==> src/rtl/hx_fd_pkg.sv <==
package hx_fd_pkg;

    localparam int HW_W  = 16;
    localparam int OP_W  = 5;
    localparam int ACC_W = 3;
    localparam int FAM_W = 7;
    localparam int SEL_W = 3;
    localparam int IDX_W = 2;

    localparam logic [OP_W-1:0]  OP_PADD_REG = 5'b11101;
    localparam logic [OP_W-1:0]  OP_PADD_IMM = 5'b11111;
    localparam logic [FAM_W-1:0] FAM_IMM     = 7'b0010000;

    typedef enum logic [2:0] {
        K_REG  = 3'd0,
        K_IMM  = 3'd1,
        K_IDX  = 3'd2,
        K_IND  = 3'd3,
        K_PREG = 3'd4,
        K_PIMM = 3'd5,
        K_ILL  = 3'd7
    } kind_e;

    typedef struct packed {
        logic [OP_W-1:0]  op;
        logic [ACC_W-1:0] acc;
        logic             save;
        kind_e            kind;
        logic             width;
        logic [SEL_W-1:0] rsel;
        logic [IDX_W-1:0] jsel;
        logic [IDX_W-1:0] ysel;
        logic [SEL_W-1:0] cond;
        logic             pol;
        logic [HW_W-1:0]  arg;
        logic             illegal;
    } dec_rec_t;

    typedef struct packed {
        logic            carry_v;
        logic [HW_W-1:0] carry_hw;
        logic            out_v;
        dec_rec_t        rec;
    } fd_state_t;

endpackage

==> src/rtl/hx_fd_classify.sv <==
module hx_fd_classify
    import hx_fd_pkg::*;
(
    input  logic [HW_W-1:0] hw,
    output kind_e           kind,
    output logic            two_hw
);
    logic [OP_W-1:0]  op;
    logic [FAM_W-1:0] fam;

    always_comb begin
        op  = hw[HW_W-1 -: OP_W];
        fam = hw[FAM_W-1:0];
        if (op == OP_PADD_REG) begin
            kind = K_PREG;
        end else if (op == OP_PADD_IMM) begin
            kind = K_PIMM;
        end else if (fam == FAM_IMM) begin
            kind = K_IMM;
        end else if (fam[6:3] == 4'b0000) begin
            kind = K_REG;
        end else if (fam[5:4] == 2'b10 && fam[1:0] == 2'b00) begin
            kind = K_IDX;
        end else if (fam[5:4] == 2'b11) begin
            kind = K_IND;
        end else begin
            kind = K_ILL;
        end
        two_hw = (kind == K_IMM) || (kind == K_IDX) ||
                 (kind == K_IND) || (kind == K_PIMM);
    end
endmodule

==> src/rtl/hx_fd_expand.sv <==
module hx_fd_expand
    import hx_fd_pkg::*;
(
    input  logic [HW_W-1:0] first_hw,
    input  logic [HW_W-1:0] second_hw,
    input  kind_e           kind,
    output dec_rec_t        rec
);
    logic [FAM_W-1:0] fam;

    always_comb begin
        fam         = first_hw[FAM_W-1:0];
        rec         = '0;
        rec.op      = first_hw[15:11];
        rec.acc     = first_hw[10:8];
        rec.save    = first_hw[7];
        rec.kind    = kind;
        case (kind)
            K_REG: begin
                rec.rsel = fam[2:0];
            end
            K_IMM: begin
                rec.arg = second_hw;
            end
            K_IDX: begin
                rec.width = fam[6];
                rec.jsel  = fam[3:2];
                rec.arg   = second_hw;
            end
            K_IND: begin
                rec.width = fam[6];
                rec.jsel  = fam[3:2];
                rec.ysel  = fam[1:0];
                rec.arg   = second_hw;
            end
            K_PREG, K_PIMM: begin
                rec.cond = fam[6:4];
                rec.pol  = fam[3];
                rec.rsel = fam[2:0];
                if (kind == K_PIMM) rec.arg = second_hw;
            end
            default: begin
                rec.illegal = 1'b1;
            end
        endcase
    end
endmodule

==> src/rtl/hx_fetch_decode.sv <==
module hx_fetch_decode
    import hx_fd_pkg::*;
(
    input  logic             clk,
    input  logic             rst_n,
    input  logic             flush,
    input  logic             in_valid,
    output logic             in_ready,
    input  logic [15:0]      in_hw0,
    input  logic [15:0]      in_hw1,
    output logic             out_valid,
    input  logic             out_ready,
    output logic [4:0]       out_op,
    output logic [2:0]       out_acc,
    output logic             out_save,
    output logic [2:0]       out_kind,
    output logic             out_width,
    output logic [2:0]       out_rsel,
    output logic [1:0]       out_jsel,
    output logic [1:0]       out_ysel,
    output logic [2:0]       out_cond,
    output logic             out_pol,
    output logic [15:0]      out_arg,
    output logic             out_illegal
);
    fd_state_t st_d, st_q;

    logic [HW_W-1:0] first_hw;
    logic [HW_W-1:0] second_hw;
    kind_e           first_kind;
    logic            first_two;
    dec_rec_t        new_rec;
    logic            slot_free;
    logic            have_first;
    logic            fire;
    logic            take_in;

    // Head of the stream is the carried halfword when one is parked
    assign first_hw  = st_q.carry_v ? st_q.carry_hw : in_hw0;
    assign second_hw = st_q.carry_v ? in_hw0        : in_hw1;

    hx_fd_classify u_classify (
        .hw     (first_hw),
        .kind   (first_kind),
        .two_hw (first_two)
    );

    hx_fd_expand u_expand (
        .first_hw  (first_hw),
        .second_hw (second_hw),
        .kind      (first_kind),
        .rec       (new_rec)
    );

    always_comb begin
        slot_free  = !st_q.out_v || out_ready;
        have_first = st_q.carry_v || in_valid;
        // A parked one-halfword instruction would leave two spare halfwords
        in_ready   = !flush && slot_free && !(st_q.carry_v && !first_two);
        take_in    = in_valid && in_ready;
        fire       = !flush && slot_free && have_first &&
                     (st_q.carry_v ? (!first_two || in_valid) : 1'b1);

        st_d = st_q;
        if (fire) begin
            st_d.out_v   = 1'b1;
            st_d.rec     = new_rec;
            st_d.carry_v = take_in && (st_q.carry_v == first_two);
            if (take_in && (st_q.carry_v == first_two)) begin
                st_d.carry_hw = in_hw1;
            end
        end else if (out_ready) begin
            st_d.out_v = 1'b0;
        end

        if (flush) begin
            st_d.out_v   = 1'b0;
            st_d.carry_v = 1'b0;
        end
    end

    always_ff @(posedge clk or negedge rst_n) begin
        if (!rst_n) begin
            st_q <= '0;
        end else begin
            st_q <= st_d;
        end
    end

    assign out_valid   = st_q.out_v;
    assign out_op      = st_q.rec.op;
    assign out_acc     = st_q.rec.acc;
    assign out_save    = st_q.rec.save;
    assign out_kind    = st_q.rec.kind;
    assign out_width   = st_q.rec.width;
    assign out_rsel    = st_q.rec.rsel;
    assign out_jsel    = st_q.rec.jsel;
    assign out_ysel    = st_q.rec.ysel;
    assign out_cond    = st_q.rec.cond;
    assign out_pol     = st_q.rec.pol;
    assign out_arg     = st_q.rec.arg;
    assign out_illegal = st_q.rec.illegal;

endmodule

==> config.mk <==
export PLATFORM = sky130hd
export DESIGN_NAME = hx_fetch_decode
export DESIGN_NICKNAME = d
export VERILOG_FILES = /design/src/rtl/hx_fd_pkg.sv /design/src/rtl/hx_fd_classify.sv /design/src/rtl/hx_fd_expand.sv /design/src/rtl/hx_fetch_decode.sv
export SDC_FILE = /design/constraint.sdc
export NUM_CORES = 1
export LEC_CHECK = 0
export CORE_UTILIZATION = 64
export CTS_CLUSTER_DIAMETER = 100
export CTS_CLUSTER_SIZE = 14
export DETAILED_ROUTE_END_ITERATION = 10
export DONT_BUFFER_PORTS = 1
export GPL_ROUTABILITY_DRIVEN = 1
export PLACE_DENSITY_LB_ADDON = 0.2
export SLEW_MARGIN = 10
export SYNTH_ARGS = -nofsm -noshare
export SYNTH_HDL_FRONTEND = slang
export SYNTH_SLANG_ARGS = --single-unit
==> constraint.sdc <==
create_clock -name clk -period 4 [get_ports clk]
set_clock_uncertainty 0.05 [all_clocks]
set_input_delay 0.4 -clock clk [delete_from_list [all_inputs] [get_ports clk]]
set_output_delay 0.4 -clock clk [all_outputs]
set_load 0.01 [all_outputs]
======== Word level (Yosys, flattened, before mapping) ========
Index checks and enable logic that the tools add are counted.
word-level totals
  register bits after elaboration ......... 59
  bits of input ports ..................... 37
  word-level logic and storage cells ...... 78
cells by class
  equal/unequal tests ..................... 11
  muxes and demuxes ....................... 23
  reduce and logical (&&, ||, !) cells .... 29
operators by type and width
  cell                                           number
  two-way mux 16 bit                             4
  one-hot mux 16 bit (2 select lines)            1
  two-way mux 3 bit                              7
  two-way mux 17 bit                             1
  == test 5 bit, second input constant           2
  logical AND 1 bit                              8
  == test 7 x 5 -> 1 bit, second input constant  1
  two-way mux 1 bit                              7
  == test 3 x 2 -> 1 bit, second input constant  2
  == test 3 bit, second input constant           2
  logical OR 1 bit                               6
  OR reduction 3 bit                             2
  OR reduction 6 bit                             1
  == test 2 bit, second input constant           2
  logical NOT 1 bit                              4
  logical NOT 4 bit                              1
  two-way mux 2 bit                              2
  two-way mux 4 bit                              1
  OR reduction 2 bit                             2
  == test 3 x 1 -> 1 bit, second input constant  1
  logical NOT 3 bit                              1
  nonzero test 3 bit                             1
  logical NOT 2 bit                              1
  AND reduction 2 bit                            1
  2 further kinds                                2

======== Logic depth before layout (Yosys ltp) ========
  depth in word-level cells ............... 21
  gate-level depth with buffers ........... 11

======== By module ========
From an unflattened synthesis, not the netlist that was laid out.
second synthesis, totals
  cells, all modules ...................... 271
  area, all modules ....................... 3385.7 um2
by module, submodules not included
  module           instances  cells an instance  area an instance (um2)  seq. area each (um2)
  hx_fetch_decode  1          207                2934.1                  1476.4
  hx_fd_expand     1          48                 349.1                   0.0
  hx_fd_classify   1          16                 102.6                   0.0

======== Least setup slack after synthesis ========
No wires, ideal clock.
  path kind ............................... reg-to-reg
  start point ............................. reg st_q[58] in the netlist's numbering
  end point ............................... reg st_q[48] in the netlist's numbering
  setup time .............................. 125 ps
  data arrival time ....................... 2580 ps
  required time ........................... 3825 ps
  slack ................................... 1246 ps
  cell stages (with the launch flop) ...... 12
  buffers on the path ..................... 3
  path through ............................ dfrtp_1 -> buf_6 -> nor4_4 -> o221ai_2 -> nand3_1 -> nand2_1 -> ha_1 -> nor2_1 -> and3_1 -> clkbuf_1 -> buf_2 -> mux2_2
between the ends
  longest elaborated chain between the ends .. 19
  elaborated cells between the ends (all ways) .. 35
  those cells by class .................... eq/ne: 10; mux: 8; reduce/logical: 17
ends and longest elaborated chain
  item                                                           line                                        RTL
  start, declared                                                hx_fetch_decode.sv:26                       fd_state_t st_d, st_q;
  start signal, assigned                                         hx_fetch_decode.sv:86                       st_q <= st_d;
  two-way mux 16 bit                                             hx_fetch_decode.sv:39                       assign first_hw = st_q.carry_v ? st_q.carry_hw : in_hw0;
  == test 2 bit, or another cell as far along                    hx_fd_classify.sv:24                        end else if (fam[5:4] == 2'b11) begin
  two-way mux 3 bit / logical AND 1 bit (equally long branches)  hx_fd_classify.sv:24, hx_fd_classify.sv:22
  two-way mux 3 bit                                              hx_fd_classify.sv:22                        end else if (fam[5:4] == 2'b10 && fam[1:0] == 2'b00) begin
  two-way mux 3 bit                                              hx_fd_classify.sv:20                        end else if (fam[6:3] == 4'b0000) begin
  two-way mux 3 bit                                              hx_fd_classify.sv:18                        end else if (fam == FAM_IMM) begin
  two-way mux 3 bit                                              hx_fd_classify.sv:16                        end else if (op == OP_PADD_IMM) begin
  two-way mux 3 bit                                              hx_fd_classify.sv:14                        if (op == OP_PADD_REG) begin
  (+4 left out)                                                  -
  logical NOT 1 bit                                              hx_fetch_decode.sv:59                       in_ready = !flush && slot_free && !(st_q.carry_v && !first_two);
  logical AND 1 bit (*)                                          hx_fetch_decode.sv:59
  logical NOT 1 bit (*)                                          hx_fetch_decode.sv:59
  logical AND 1 bit (*)                                          hx_fetch_decode.sv:59
  net in_ready                                                   hx_fetch_decode.sv:8                        output logic in_ready,
  logical AND 1 bit (*)                                          hx_fetch_decode.sv:60                       take_in = in_valid && in_ready;
  logical AND 1 bit (*)                                          hx_fetch_decode.sv:69                       if (take_in && (st_q.carry_v == first_two)) begin
  AND reduction 2 bit (no source line) (*)                       -
The timed path passes the listed nets; every way through them passes the cells marked *.
A chain may end at the register's enable or synchronous reset.

======== Worst setup path after layout ========
  start point ............................. reg st_q[58] in the netlist's numbering
  end point ............................... reg st_q (netlist bit out_acc[2])
between the ends
  longest elaborated chain between the ends .. 16
  elaborated cells between the ends (all ways) .. 28
  those cells by class .................... eq/ne: 9; mux: 8; reduce/logical: 11
ends and longest elaborated chain
  item                                                                     line                                        RTL
  two-way mux 16 bit                                                       hx_fetch_decode.sv:39
  == test 2 bit, or another cell as far along                              hx_fd_classify.sv:24
  two-way mux 3 bit / logical AND 1 bit (equally long branches)            hx_fd_classify.sv:24, hx_fd_classify.sv:22
  two-way mux 3 bit                                                        hx_fd_classify.sv:22
  two-way mux 3 bit                                                        hx_fd_classify.sv:20
  two-way mux 3 bit                                                        hx_fd_classify.sv:18
  two-way mux 3 bit                                                        hx_fd_classify.sv:16
  two-way mux 3 bit                                                        hx_fd_classify.sv:14
  == test 3 x 1 -> 1 bit / == test 3 x 2 -> 1 bit (equally long branches)  hx_fd_classify.sv:29                        two_hw = (kind == K_IMM) || (kind == K_IDX) ||
  logical OR 1 bit (2 in series)                                           hx_fd_classify.sv:29
  logical OR 1 bit                                                         hx_fd_classify.sv:30                        (kind == K_IND) || (kind == K_PIMM);
  logical NOT 1 bit                                                        hx_fetch_decode.sv:62                       (st_q.carry_v ? (!first_two || in_valid) : 1'b1);
  logical OR 1 bit                                                         hx_fetch_decode.sv:62
  two-way mux 1 bit                                                        hx_fetch_decode.sv:62
  logical AND 1 bit                                                        hx_fetch_decode.sv:61                       fire = !flush && slot_free && have_first &&
Several ways; a longest one is shown, not always the timed one.

==> summary.md <==
| Metric | Value |
|---|---|
| GR Overflow Total | 0 |
| Seq/Total Area, Yosys | 0.464 |
| Filler cell count | 376 |
| Starting Density | 0.669 |
| IO buf count | 0 |
| Overall routing resource usage | 0.258 |
| Post-Syn Nets | 304 |
| Final Cell Area | 0.00314 mm² |
| TritonCTS Buffers | 9 |
| Core Area | 0.00475 mm² |
| Maxcap violations | 0 |
| 1st-iter DRT viols | 78 |
| Ys flop type | dfrtp_1 |
| WP data required | 4.16 ns |
| EDFF count, synth | 0 |
| Fin nets | 269 |
| Crit-path max FO | 30 |
| RePlAce Congestion | 0.996 |
| Slowest stage cell on the critical path | dfrtp_2 |
| CTS Sinks | 59 |
| Synth Register Bits | 59 |
| Multi-input gate area | 0.00132 mm² |
| Actual slew at the worst max-slew pin | 0.809 ns |
| Worst VDD drop | 331 µV |
| # rows | 25 |
| Die width | 72.5 µm |
| Mapped Cells | 266 |
| TNS Setup | 0 ns |
| Per-cell routed wire length | 20.9 µm |
| Worst-Skew Late Latency | 0.33 ns |
| Drt pass-1 iters | 5 |
| Core Util, Final | 0.661 |
| Htree depth | 3 |
| Mean post-synth cell area | 12.0 µm² |
| Placed Area | 0.00292 mm² |
| ANT nets after route | 0 |
| Final Hold Violating Endpoints | 0 |
| Die area | 0.00525 mm² |
| N_diodes | 0 |
| Cell variety after synth | 41 |
| RSZ-0062 raised after global routing | no |
| Root Driver | clkbuf_8 |
| Setup bufs post-CTS | 0 |
| Tcrit/Tclk final | 0.867 |
| Total Routed Length | 6340 µm |
| CP arrival | 3.63 ns |
| Vias in the first global route | 1982 |
| Routed vias | 1954 |
| Antenna violations before repair | 0 |
| Final cell count without fillers | 303 |
| Crit Path Class | register to register |
| Worst-path clk slew | 0.06 ns |
| IO Pins | 80 |
| Drt drc | 0 |
| Register area | 0.00148 mm² |
| Share of cells above drive strength 1 | 0.208 |
| Rel. slew slack | 0.461 |
| Status | completed |
| PD cells | 643 mW/mm² |
| Ys async rst share | 1.00 |
| Post-Syn Area | 0.00318 mm² |
| Worst-path cell chain | nor4b_2, o221ai_2, a41oi_2, or2_1, buf_4, mux2_1 |
| First-pass GRT wire length | 10000 µm |
| Peak Freq | 288 MHz |
| Slowest stage delay, CP | 0.83 ns |
| Critical path startpoint category | register |
| Yosys warnings | 0 |
| Static Leak | 1.32 nW |
| Largest net degree at the start of global routing | 60 |
| Nature of the critical path endpoint | register |
| CTS max path bufs | 2 |
| Fin. max-slew vios | 0 |
| Via density | 6.45 |
| Detail Placement HPWL | 4420 µm |
| Post-layout min period | 3.47 ns |
| CTS tree | done |
| Final setup vio count | 0 |
| Inst Count DP | 285 |
| Chip height | 72.5 µm |
| Post-CTS sizing | 0 |
| Worst Hold Class | input port to register |
| Area Overhead vs Synth | -1.10% |
==> worst paths after layout <==
| path | depth (start not counted) | endpoint | slack (ns) | start |
|---|---|---|---|---|
| min reg2reg | 1 | st_q[54] | 0.45 | st_q[54] |
| min | 1 | out_valid | 0.08 | flush |
| max reg2reg | 6 | out_acc[2] | 0.53 | st_q[58] |
| max | 6 | out_acc[2] | 0.53 | st_q[58] |
| max in group asynchronous | 2 | st_q[58] | 3.10 | rst_n |
| min in group asynchronous | 2 | out_arg[0] | 0.53 | rst_n |
==> worst max-delay path: cells and delay by family (launching register included) <==
| kind | cells | cell delay, ns |
|---|---|---|
| multiplexers | 1 | 0.35 |
| AO/OA/AOI/OAI | 2 | 0.53 |
| flip-flops | 1 | 0.83 |
| buffers and inverters | 1 | 0.42 |
| AND/OR/NAND/NOR | 2 | 1.16 |
==> cell usage after synthesis, drive strengths merged (3+ instances only) <==
| library cell | n | area (µm²) |
|---|---|---|
| o2bb2ai | 22 | 193 |
| o21ai | 9 | 45.0 |
| a21oi | 6 | 30.0 |
| mux2 | 34 | 383 |
| buf | 48 | 360 |
| clkbuf | 3 | 11.3 |
| nor2 | 9 | 33.8 |
| dfrtp | 59 | 1480 |
| a21o | 4 | 30.0 |
| a32oi | 3 | 33.8 |
| nand2 | 3 | 11.3 |
| mux2i | 24 | 240 |
| inv | 4 | 15.0 |
| nor3 | 7 | 35.0 |
| o21bai | 3 | 22.5 |
| nand4 | 3 | 18.8 |
==> state kept, by name (all words and copies together), names as in the netlist, 3 cells and up <==
| name | cells |
|---|---|
| st_q | 17 |
| out_op | 5 |
| out_kind | 3 |
| out_acc | 3 |
| out_rsel | 3 |
| out_arg | 16 |
| out_cond | 3 |
==> area by class of cell <==
class                      count  area share
clock inverter                 1     0.00159
sequential                    59       0.470
multi-input combinational    152       0.419
timing repair buffer           5      0.0191
tap                           67      0.0267
inverter                       4     0.00478
clock buffer                  15      0.0593
==> repair_timing <==
item	in CTS	in global routing
hold buffers	2	0
endpoints found under the setup margin	0	0
hold endpoints to repair	59	0
==> report_power, final <==
part / switching, mW / total, mW / internal, mW
clock: 0.213 / 0.505 / 0.292
combinational: 0.216 / 0.467 / 0.251
sequential: 0.250 / 1.05 / 0.801
total: 0.679 / 2.02 / 1.34
==> through the flow <==
stage | worst slack [ns] | total power [mW] | hold slack (ns)
after floorplan | 1.25 | 1.54 | 0.0544
after global placement | 0.741 | 1.48 | 0.0558
after detailed placement | 0.570 | 1.51 | 0.0559
after CTS | 0.567 | 2.04 | 0.0676
after global routing | 0.320 | 2.13 | 0.0700
final | 0.532 | 2.02 | 0.0806
==> routing by layer <==
layer	share of wire	track usage	vias up
met5	0	0	-
li1	-	-	881
met2	0.49	0.399	74
met4	0.010	0.124	0
met1	0.42	0.319	991
met3	0.080	0.0958	8
==> logic make-up (layout without fill, tap and decap cells) <==
logic type,Yosys count,count (layout),synth area share
buffers and inverters,55,25,0.122
adders and majority gates,1,1,0.00393
AOI/OAI and AO/OA,56,56,0.141
DFF,59,59,0.464
muxes,58,58,0.196
and+or+nand+nor,37,37,0.0728
==> placed cells by master (no fill, tap or decap), drive strengths merged, types with 4 or more instances in the layout <==
cell,n
dfrtp,59
nor2,9
o21ai,9
buf,4
a21oi,6
mux2i,24
clkbuf,15
nor3,7
a21o,4
inv,4
mux2,34
o2bb2ai,22
No activity file was read; power rests on OpenSTA's default activity.
